`config.mk`:
```
export PLATFORM = sky130hd
export DESIGN_NAME = uart_dma_ready
export DESIGN_NICKNAME = d
export VERILOG_FILES = /design/src/rtl/uart_dma_pkg.sv /design/src/rtl/uart_dma_fcr_ctrl.sv /design/src/rtl/uart_dma_ready_dp.sv /design/src/rtl/uart_dma_ready.sv
export SDC_FILE = /design/constraint.sdc
export NUM_CORES = 1
export LEC_CHECK = 0
export BUFFER_PORTS_ARGS = -buffer_cell sky130_fd_sc_hd__buf_2
export CAP_MARGIN = 25
export CELL_PAD_IN_SITES_DETAIL_PLACEMENT = 0
export CELL_PAD_IN_SITES_GLOBAL_PLACEMENT = 1
export CORE_UTILIZATION = 28
export CTS_BUF_LIST = sky130_fd_sc_hd__clkbuf_4 sky130_fd_sc_hd__clkbuf_8 sky130_fd_sc_hd__clkbuf_16
export DETAILED_ROUTE_END_ITERATION = 8
export PLACE_DENSITY = 0.9
export REMOVE_ABC_BUFFERS = 1
export SYNTH_ARGS = -nofsm -noshare
export SYNTH_HDL_FRONTEND = slang
export SYNTH_SLANG_ARGS = --single-unit
```
`constraint.sdc`:
```
create_clock -name clk -period 1.91 [get_ports clk]
set_clock_uncertainty 0.15 [all_clocks]
set_input_delay 0 -clock clk [delete_from_list [all_inputs] [get_ports clk]]
set_output_delay 0 -clock clk [all_outputs]
set_load 0.01 [all_outputs]
```
`src/rtl/uart_dma_pkg.sv`:
```
package uart_dma_pkg;

  // Configuration and strobes passed from the register control to the datapath.
  typedef struct packed {
    logic       fifoEn;    // FIFOs enabled
    logic       dmaMode1;  // block handshake scheme selected
    logic [1:0] trigSel;   // receive threshold code
    logic       rxClr;     // one-cycle receive clear
    logic       txClr;     // one-cycle transmit clear
  } fcrCtrl_t;

endpackage

```
`src/rtl/uart_dma_fcr_ctrl.sv`:
```
module uart_dma_fcr_ctrl
  import uart_dma_pkg::*;
#(
  parameter int REG_W = 8
) (
  input  logic             clk,
  input  logic             rstN,
  input  logic             fcrWrEn,
  input  logic [REG_W-1:0] fcrWrData,
  output fcrCtrl_t         ctrl,
  output logic [REG_W-1:0] fcrView
);

  logic       fifoEnQ;
  logic       dmaQ;
  logic [1:0] trigQ;
  logic       rxClrQ;
  logic       txClrQ;

  always_ff @(posedge clk or negedge rstN) begin
    if (!rstN) begin
      fifoEnQ <= 1'b0;
      dmaQ    <= 1'b0;
      trigQ   <= 2'b00;
      rxClrQ  <= 1'b0;
      txClrQ  <= 1'b0;
    end else begin
      rxClrQ <= fcrWrEn & fcrWrData[1];
      txClrQ <= fcrWrEn & fcrWrData[2];
      if (fcrWrEn) begin
        fifoEnQ <= fcrWrData[0];
        dmaQ    <= fcrWrData[3];
        trigQ   <= fcrWrData[7:6];
      end
    end
  end

  always_comb begin
    ctrl.fifoEn   = fifoEnQ;
    ctrl.dmaMode1 = dmaQ;
    ctrl.trigSel  = trigQ;
    ctrl.rxClr    = rxClrQ;
    ctrl.txClr    = txClrQ;
    fcrView        = '0;
    fcrView[0]     = fifoEnQ;
    fcrView[3]     = dmaQ;
    fcrView[7:6]   = trigQ;
  end

  // a clear pulse only follows a write carrying the matching bit
  assert_rxclr_src_R3: assert property (@(posedge clk) disable iff (!rstN)
    rxClrQ |-> $past(fcrWrEn && fcrWrData[1]));
  assert_txclr_src_R3: assert property (@(posedge clk) disable iff (!rstN)
    txClrQ |-> $past(fcrWrEn && fcrWrData[2]));

  // a write is visible one cycle later
  assert_fcr_load_R2: assert property (@(posedge clk) disable iff (!rstN)
    fcrWrEn |=> (fcrView[7:6] == $past(fcrWrData[7:6]) &&
                 fcrView[3] == $past(fcrWrData[3]) &&
                 fcrView[0] == $past(fcrWrData[0])));

endmodule

```
`src/rtl/uart_dma_ready_dp.sv`:
```
module uart_dma_ready_dp
  import uart_dma_pkg::*;
#(
  parameter int DEPTH   = 16,
  parameter int CNT_W   = 5,
  parameter int TRIG_L0 = 1,
  parameter int TRIG_L1 = 4,
  parameter int TRIG_L2 = 8,
  parameter int TRIG_L3 = 14
) (
  input  logic             clk,
  input  logic             rstN,
  input  fcrCtrl_t         ctrl,
  input  logic [CNT_W-1:0] txCount,
  input  logic [CNT_W-1:0] rxCount,
  input  logic             pinModeRxRdy,
  output logic             txRdyN,
  output logic             rxRdyN,
  output logic             rxTrigIrq,
  output logic             txSpaceIrq
);

  localparam int                NUM_TRIG = 4;
  localparam logic [CNT_W-1:0] DEPTH_C  = CNT_W'(DEPTH);

  logic [NUM_TRIG-1:0] geTrig;
  logic                blockMode;
  logic                atTrig;
  logic                txWant;
  logic                rxWant;
  logic                rxIrqD;

  // One comparator per threshold choice; the selector picks one.
  for (genvar i = 0; i < NUM_TRIG; i++) begin : g_trig
    localparam int LV = (i == 0) ? TRIG_L0 :
                        (i == 1) ? TRIG_L1 :
                        (i == 2) ? TRIG_L2 : TRIG_L3;
    assign geTrig[i] = (rxCount >= CNT_W'(LV));
  end

  always_comb begin
    blockMode = ctrl.fifoEn & ctrl.dmaMode1;
    atTrig    = geTrig[ctrl.trigSel];
    txWant    = blockMode ? (txCount < DEPTH_C) : (txCount == '0);
    rxWant    = blockMode ? atTrig : (rxCount != '0);
    rxIrqD    = ctrl.fifoEn ? atTrig : (rxCount != '0);
  end

  always_ff @(posedge clk or negedge rstN) begin
    if (!rstN) begin
      txRdyN     <= 1'b1;
      rxRdyN     <= 1'b1;
      rxTrigIrq  <= 1'b0;
      txSpaceIrq <= 1'b0;
    end else begin
      txRdyN     <= ~txWant;
      rxRdyN     <= ~(rxWant & pinModeRxRdy);
      rxTrigIrq  <= rxIrqD;
      txSpaceIrq <= txWant;
    end
  end

  // block scheme keeps transmit-ready active while a slot is free
  assert_tx_block_R6: assert property (@(posedge clk) disable iff (!rstN)
    (ctrl.fifoEn && ctrl.dmaMode1 && txCount < DEPTH_C) |=> !txRdyN);
  // single-character scheme releases transmit-ready once data is present
  assert_tx_single_R4: assert property (@(posedge clk) disable iff (!rstN)
    (!(ctrl.fifoEn && ctrl.dmaMode1) && txCount != '0) |=> txRdyN);
  // single-character scheme flags any waiting character
  assert_rx_single_R5: assert property (@(posedge clk) disable iff (!rstN)
    (!(ctrl.fifoEn && ctrl.dmaMode1) && pinModeRxRdy && rxCount != '0) |=> !rxRdyN);
  // receive-ready held inactive when the pin carries another function
  assert_rx_pin_R9: assert property (@(posedge clk) disable iff (!rstN)
    !pinModeRxRdy |=> rxRdyN);
  // full receive FIFO is at or above every threshold
  assert_rx_full_R7: assert property (@(posedge clk) disable iff (!rstN)
    (ctrl.fifoEn && ctrl.dmaMode1 && pinModeRxRdy && rxCount == DEPTH_C) |=> !rxRdyN);

endmodule

```
`src/rtl/uart_dma_ready.sv`:
```
module uart_dma_ready
  import uart_dma_pkg::*;
#(
  parameter int  DEPTH   = 16,
  parameter int  TRIG_L0 = 1,
  parameter int  TRIG_L1 = 4,
  parameter int  TRIG_L2 = 8,
  parameter int  TRIG_L3 = 14,
  localparam int CNT_W   = $clog2(DEPTH + 1)
) (
  input  logic             clk,
  input  logic             rstN,
  input  logic             fcrWrEn,
  input  logic [7:0]       fcrWrData,
  input  logic [CNT_W-1:0] txCount,
  input  logic [CNT_W-1:0] rxCount,
  input  logic             pinModeRxRdy,
  output logic             txRdyN,
  output logic             rxRdyN,
  output logic             rxTrigIrq,
  output logic             txSpaceIrq,
  output logic             rxClear,
  output logic             txClear,
  output logic [7:0]       fcrView
);

  fcrCtrl_t ctrl;

  uart_dma_fcr_ctrl #(.REG_W(8)) i_ctrl (
    .clk       (clk),
    .rstN      (rstN),
    .fcrWrEn   (fcrWrEn),
    .fcrWrData (fcrWrData),
    .ctrl      (ctrl),
    .fcrView   (fcrView)
  );

  uart_dma_ready_dp #(
    .DEPTH   (DEPTH),
    .CNT_W   (CNT_W),
    .TRIG_L0 (TRIG_L0),
    .TRIG_L1 (TRIG_L1),
    .TRIG_L2 (TRIG_L2),
    .TRIG_L3 (TRIG_L3)
  ) i_dp (
    .clk          (clk),
    .rstN         (rstN),
    .ctrl         (ctrl),
    .txCount      (txCount),
    .rxCount      (rxCount),
    .pinModeRxRdy (pinModeRxRdy),
    .txRdyN       (txRdyN),
    .rxRdyN       (rxRdyN),
    .rxTrigIrq    (rxTrigIrq),
    .txSpaceIrq   (txSpaceIrq)
  );

  assign rxClear = ctrl.rxClr;
  assign txClear = ctrl.txClr;

endmodule

```
Word-level counts from Yosys, hierarchy flattened
Index checks and enable logic that the tools add are counted.
{"block": "totals", "regBits": 10, "output_inout_bits": 14, "wordCells": 28}
{"block": "classes", "order_cmp": 6, "mux": 5, "n_bitwise": 6, "n_reduce_logical": 2}
{"op": "$ge 5x4->1 const B", "n": 2}
{"op": "$ge 5x1->1 const B", "n": 1}
{"op": "$ge 5x3->1 const B", "n": 1}
{"op": "$logic_not 5->1", "n": 1}
{"op": "$lt 5x5->1 const B", "n": 1}
{"op": "$reduce_bool 5->1", "n": 1}
{"op": "$and 1x1->1", "n": 4}
{"op": "$mux 1", "n": 4}
{"op": "$lt 2x3->1 const B", "n": 1}
{"op": "$bmux 1 s2", "n": 1}
{"op": "$not 1->1", "n": 2}

Depth between registers and ports, before layout
{"block": "logic_depth", "ltp_word": 6, "mapped_depth": 3, "ltp_nobuf": 3}

Modules after synthesis
A second synthesis with hierarchy kept.
{"block": "unflattened", "cells_unflattened": 46, "area_unflattened_um2": 516.7}
{"module": "uart_dma_fcr_ctrl", "n_inst": 1, "cells_per_inst": 25, "area_each_um2": 304.0}
{"module": "uart_dma_ready_dp", "n_inst": 1, "cells_per_inst": 21, "area_each_um2": 212.7}

Worst setup path after synthesis
OpenSTA, ideal clock, no wires.
{"block": "synth_timing", "kind": "reg-to-reg", "start": "reg i_ctrl.trigQ[1]", "end": "reg i_dp.rxTrigIrq", "setup_time_ns": 0.120, "arrival_ns": 0.881, "required_ns": 1.640, "slack_ns": 0.760, "stages_incl_launch_ff": 4, "synth_period_minus_slack_ns": 1.150, "cell_sequence": "dfrtp_1 > nor4_1 > o21ai_1 > a31o_1"}
{"block": "synth_between", "elab_chain_len": 3}
{"element": "start: declaration", "line": "uart_dma_fcr_ctrl.sv:16", "text": "logic [1:0] trigQ;"}
{"element": "start signal: assignment", "line": "uart_dma_fcr_ctrl.sv:33", "text": "trigQ <= fcrWrData[7:6];"}
{"element": "$bmux 1 s2", "line": "uart_dma_ready_dp.sv:43", "text": "atTrig = geTrig[ctrl.trigSel];"}
{"element": "$mux 1 (not written as such)", "line": "uart_dma_ready_dp.sv:43"}
{"element": "$mux 1", "line": "uart_dma_ready_dp.sv:46", "text": "rxIrqD = ctrl.fifoEn ? atTrig : (rxCount != '0);"}
{"element": "via i_dp.rxIrqD", "line": "uart_dma_ready_dp.sv:31", "text": "logic rxIrqD;"}
{"element": "end signal: assignment", "line": "uart_dma_ready_dp.sv:58", "text": "rxTrigIrq <= rxIrqD;"}
{"element": "end: declaration", "line": "uart_dma_ready_dp.sv:19", "text": "output logic rxTrigIrq,"}
The timed path passes the listed nets, and every way through them passes these cells. The select of a mux whose other input is x is not followed.
A chain may end at the register's enable or synchronous reset.

Worst setup path after layout
{"block": "layout_timing", "start": "in rxCount[2]", "end": "reg i_dp.rxTrigIrq"}
{"block": "layout_between", "elab_chain_len": 4, "word_cells_on_any_way": 8, "cone_classes": "order compare (4); mux (3); reduce/logical (1)"}
{"element": "start: declaration", "line": "uart_dma_ready.sv:16", "text": "input logic [CNT_W-1:0] rxCount,"}
{"element": "$ge 5x1->1 (tied with other cells)", "line": "uart_dma_ready_dp.sv:38", "text": "assign geTrig[i] = (rxCount >= CNT_W'(LV));"}
{"element": "$bmux 1 s2", "line": "uart_dma_ready_dp.sv:43"}
{"element": "$mux 1 (not written as such)", "line": "uart_dma_ready_dp.sv:43"}
{"element": "$mux 1 *", "line": "uart_dma_ready_dp.sv:46"}
{"element": "via i_dp.rxIrqD", "line": "uart_dma_ready_dp.sv:31"}
Mark *: on every way through the listed nets, which the timed path passes. The rest lies on a longest branch. The select of a mux whose other input is x is not followed.

==> results.json <==
{
  "placement.io_buffers": 29,
  "nets": 120,
  "synth_edf_count": 0,
  "firstDrtPassIters": 2,
  "synthArstFlopShare_pct": 100,
  "crit_start": "rxCount[2]",
  "p_per_area_mw_per_mm2": 630,
  "fin_crit_sh_pct": 94.0,
  "cts_root_buffer": "clkbuf_4",
  "antennaDiodeCount": 0,
  "crit_required_ps": 1910,
  "postLayoutCellArea_um2": 902,
  "largest_register": "i_ctrl.trigQ",
  "synth_area_per_cell_um2": 11.6,
  "yosys_warnings": 0,
  "clkTransAtPathRegs_ps": 60,
  "dp_hpwl_um": 682,
  "setup.worst_path.end": "i_dp.rxTrigIrq$_DFF_PN0_",
  "use_met2_pct": 25.8,
  "finalCriticalPeriod_ps": 1790,
  "leakagePower_nw": 0.442,
  "ctsHtreeMaxLevel": 1,
  "nFillCells": 135,
  "grt_use_met3_pct": 6.81,
  "die-area_mm2": 0.00182,
  "synth-main-ff-cell": "dfrtp_1",
  "fmax_mhz": 557,
  "die_h_um": 42.7,
  "hold_path_class": "in2reg",
  "gr-max-usage-layer": "met2",
  "instances_no_fill": 113,
  "yosys.area.top_type_share_pct": 43.1,
  "hold_viol_final": 0,
  "synth_area_um2": 464,
  "fp-row-count": 14,
  "place_inst": 82,
  "vias": 487,
  "wirelength_um": 1140,
  "synth_seq_cells": 10,
  "setup_violations": 0,
  "maxCapViolations": 0,
  "ir_worst_vdd_uv": 485,
  "routedWlPerCell_um": 10.1,
  "grt_max_degree": 9,
  "met1_usage_pct": 13.8,
  "cts.sinks": 10,
  "grt-ovfl-total": 0,
  "cts_buffers": 3,
  "gr-usage-all-layers_pct": 14.3,
  "syn_to_final_growth_pct": 94.3,
  "multi_input_area_um2": 178,
  "fp.dieW_um": 42.7,
  "grt_pass1_vias": 498,
  "drive_gt1_share_pct": 40.2,
  "place_area_um2": 596,
  "synthTopCellsByArea": "dfrtp_1 (43%), dfstp_2 (11%), buf_4 (9.7%)",
  "core_area_mm2": 0.00152,
  "path_class": "in2reg",
  "ys_seq_area_share_pct": 54.4,
  "reg2reg_depth": 4,
  "timing.rr.start": "i_ctrl.trigQ[1]$_DFFE_PN0P_",
  "ant_nets": 0,
  "ys_types": 21,
  "finalMaxSlewViolations": 0,
  "synthCells": 40,
  "power_w": 0.000568,
  "drc": 0,
  "clock_latency_ps": 260,
  "r2r_slack_ps": 200,
  "cts.path.max_buffers": 2,
  "synth_top_cell_by_area": "dfrtp_1",
  "setup_tns_ps": 0,
  "largest_register_ffs": 2,
  "cts_resized": 0,
  "antenna_found_initial": 0,
  "gp_congestion": 0.647,
  "viasPerCell": 4.31,
  "start_util_pct": 30.5,
  "status": "complete, no violations",
  "end_kind": "flip-flop",
  "crit_arrival_ps": 1790,
  "io_pins": 36,
  "cts_tree": "built",
  "rr_endpoint": "i_dp.rxTrigIrq$_DFF_PN0_",
  "startpoint_type": "input port",
  "regArea_um2": 253,
  "cp_max_fo": 3,
  "drt_iter0_markers": 1,
  "grt_pass1_wl_um": 1890,
  "rsz0062_at_grt": "no"
}
==> per-stage QoR <==
stage / hold WS (ps) / worst slack [ps] / util (%)
after floorplan: -446 / 760 / -
after global placement: -282 / 744 / 39.1
after detailed placement: -283 / 717 / 39.1
after CTS: 55.3 / 134 / 59.2
after global routing: 78.4 / 59.3 / 59.2
final: 60.3 / 115 / 59.2
==> final cells by class <==
cell class,instances,share of cell area (%)
repair buffers,56,46.0
flip-flops and latches,10,28.0
multi-input cells,27,19.7
clock buffers,4,4.02
well taps,16,2.22
==> what timing repair did <==
item,in CTS,in global routing
hold endpoints to repair,19,0
buffers inserted,0,0
hold buffers,27,0
setup endpoints to repair,0,0
==> routing by layer <==
layer,part of all wire (%),routed length (um),vias to the layer above
li1,-,-,244
met1,38,436,230
met2,56,642,13
met3,5.2,59,0
met4,0,0,0
met5,0,0,-
==> cell usage after synthesis, drive strengths merged (2+ instances only) <==
cell type	n
and2	3
buf	6
dfrtp	8
dfstp	2
mux2	4
nand2	2
==> worst min-delay path by stage <==
stage | start | to | slack [ps] | depth (start not counted)
floorplan | rstN | i_ctrl.dmaQ$_DFFE_PN0P_ | -450 | 0
global placement | rstN | i_dp.rxTrigIrq$_DFF_PN0_ | -280 | 1
detailed placement | rstN | i_dp.rxTrigIrq$_DFF_PN0_ | -280 | 1
CTS | rxCount[3] | i_dp.rxTrigIrq$_DFF_PN0_ | 60 | 4
global route | rstN | i_dp.rxRdyN$_DFF_PN1_ | 80 | 2
finish | rxCount[3] | i_dp.rxTrigIrq$_DFF_PN0_ | 60 | 4
==> worst max-delay path, cell delays in order <==
cell,delay [ps]
dlygate4sd3_1,540
buf_2,140
nor4_1,220
dlygate4sd3_1,570
o21ai_1,90
a31o_1,230
==> logic make-up (layout without fill, tap and decap cells) <==
group	after synthesis	count (layout)	synth area share, %
AND/OR/NAND/NOR	14	14	17.5
other	1	4	0.808
buffers and inverters	6	60	9.70
AO/OA/AOI/OAI	5	5	7.82
flip-flops	10	10	54.4
multiplexers	4	4	9.70
==> power by group <==
group	switching (W)	total, W	leakage, nW	internal, W
Clock	0.0000684	0.000184	0.0210	0.000116
Sequential	0.0000112	0.000245	0.118	0.000233
Combinational	0.0000520	0.000140	0.304	0.0000876
==> placed cells by master (no fill, tap or decap), types with 2 or more instances in the layout <==
master and count:
and2_1 3, buf_2 29, clkbuf_4 3, conb_1 4, dfrtp_1 8, dfstp_2 2, dlygate4sd3_1 27, mux2_2 4
nand2_1 2
Note: power is estimated with default switching activity, not from simulation.
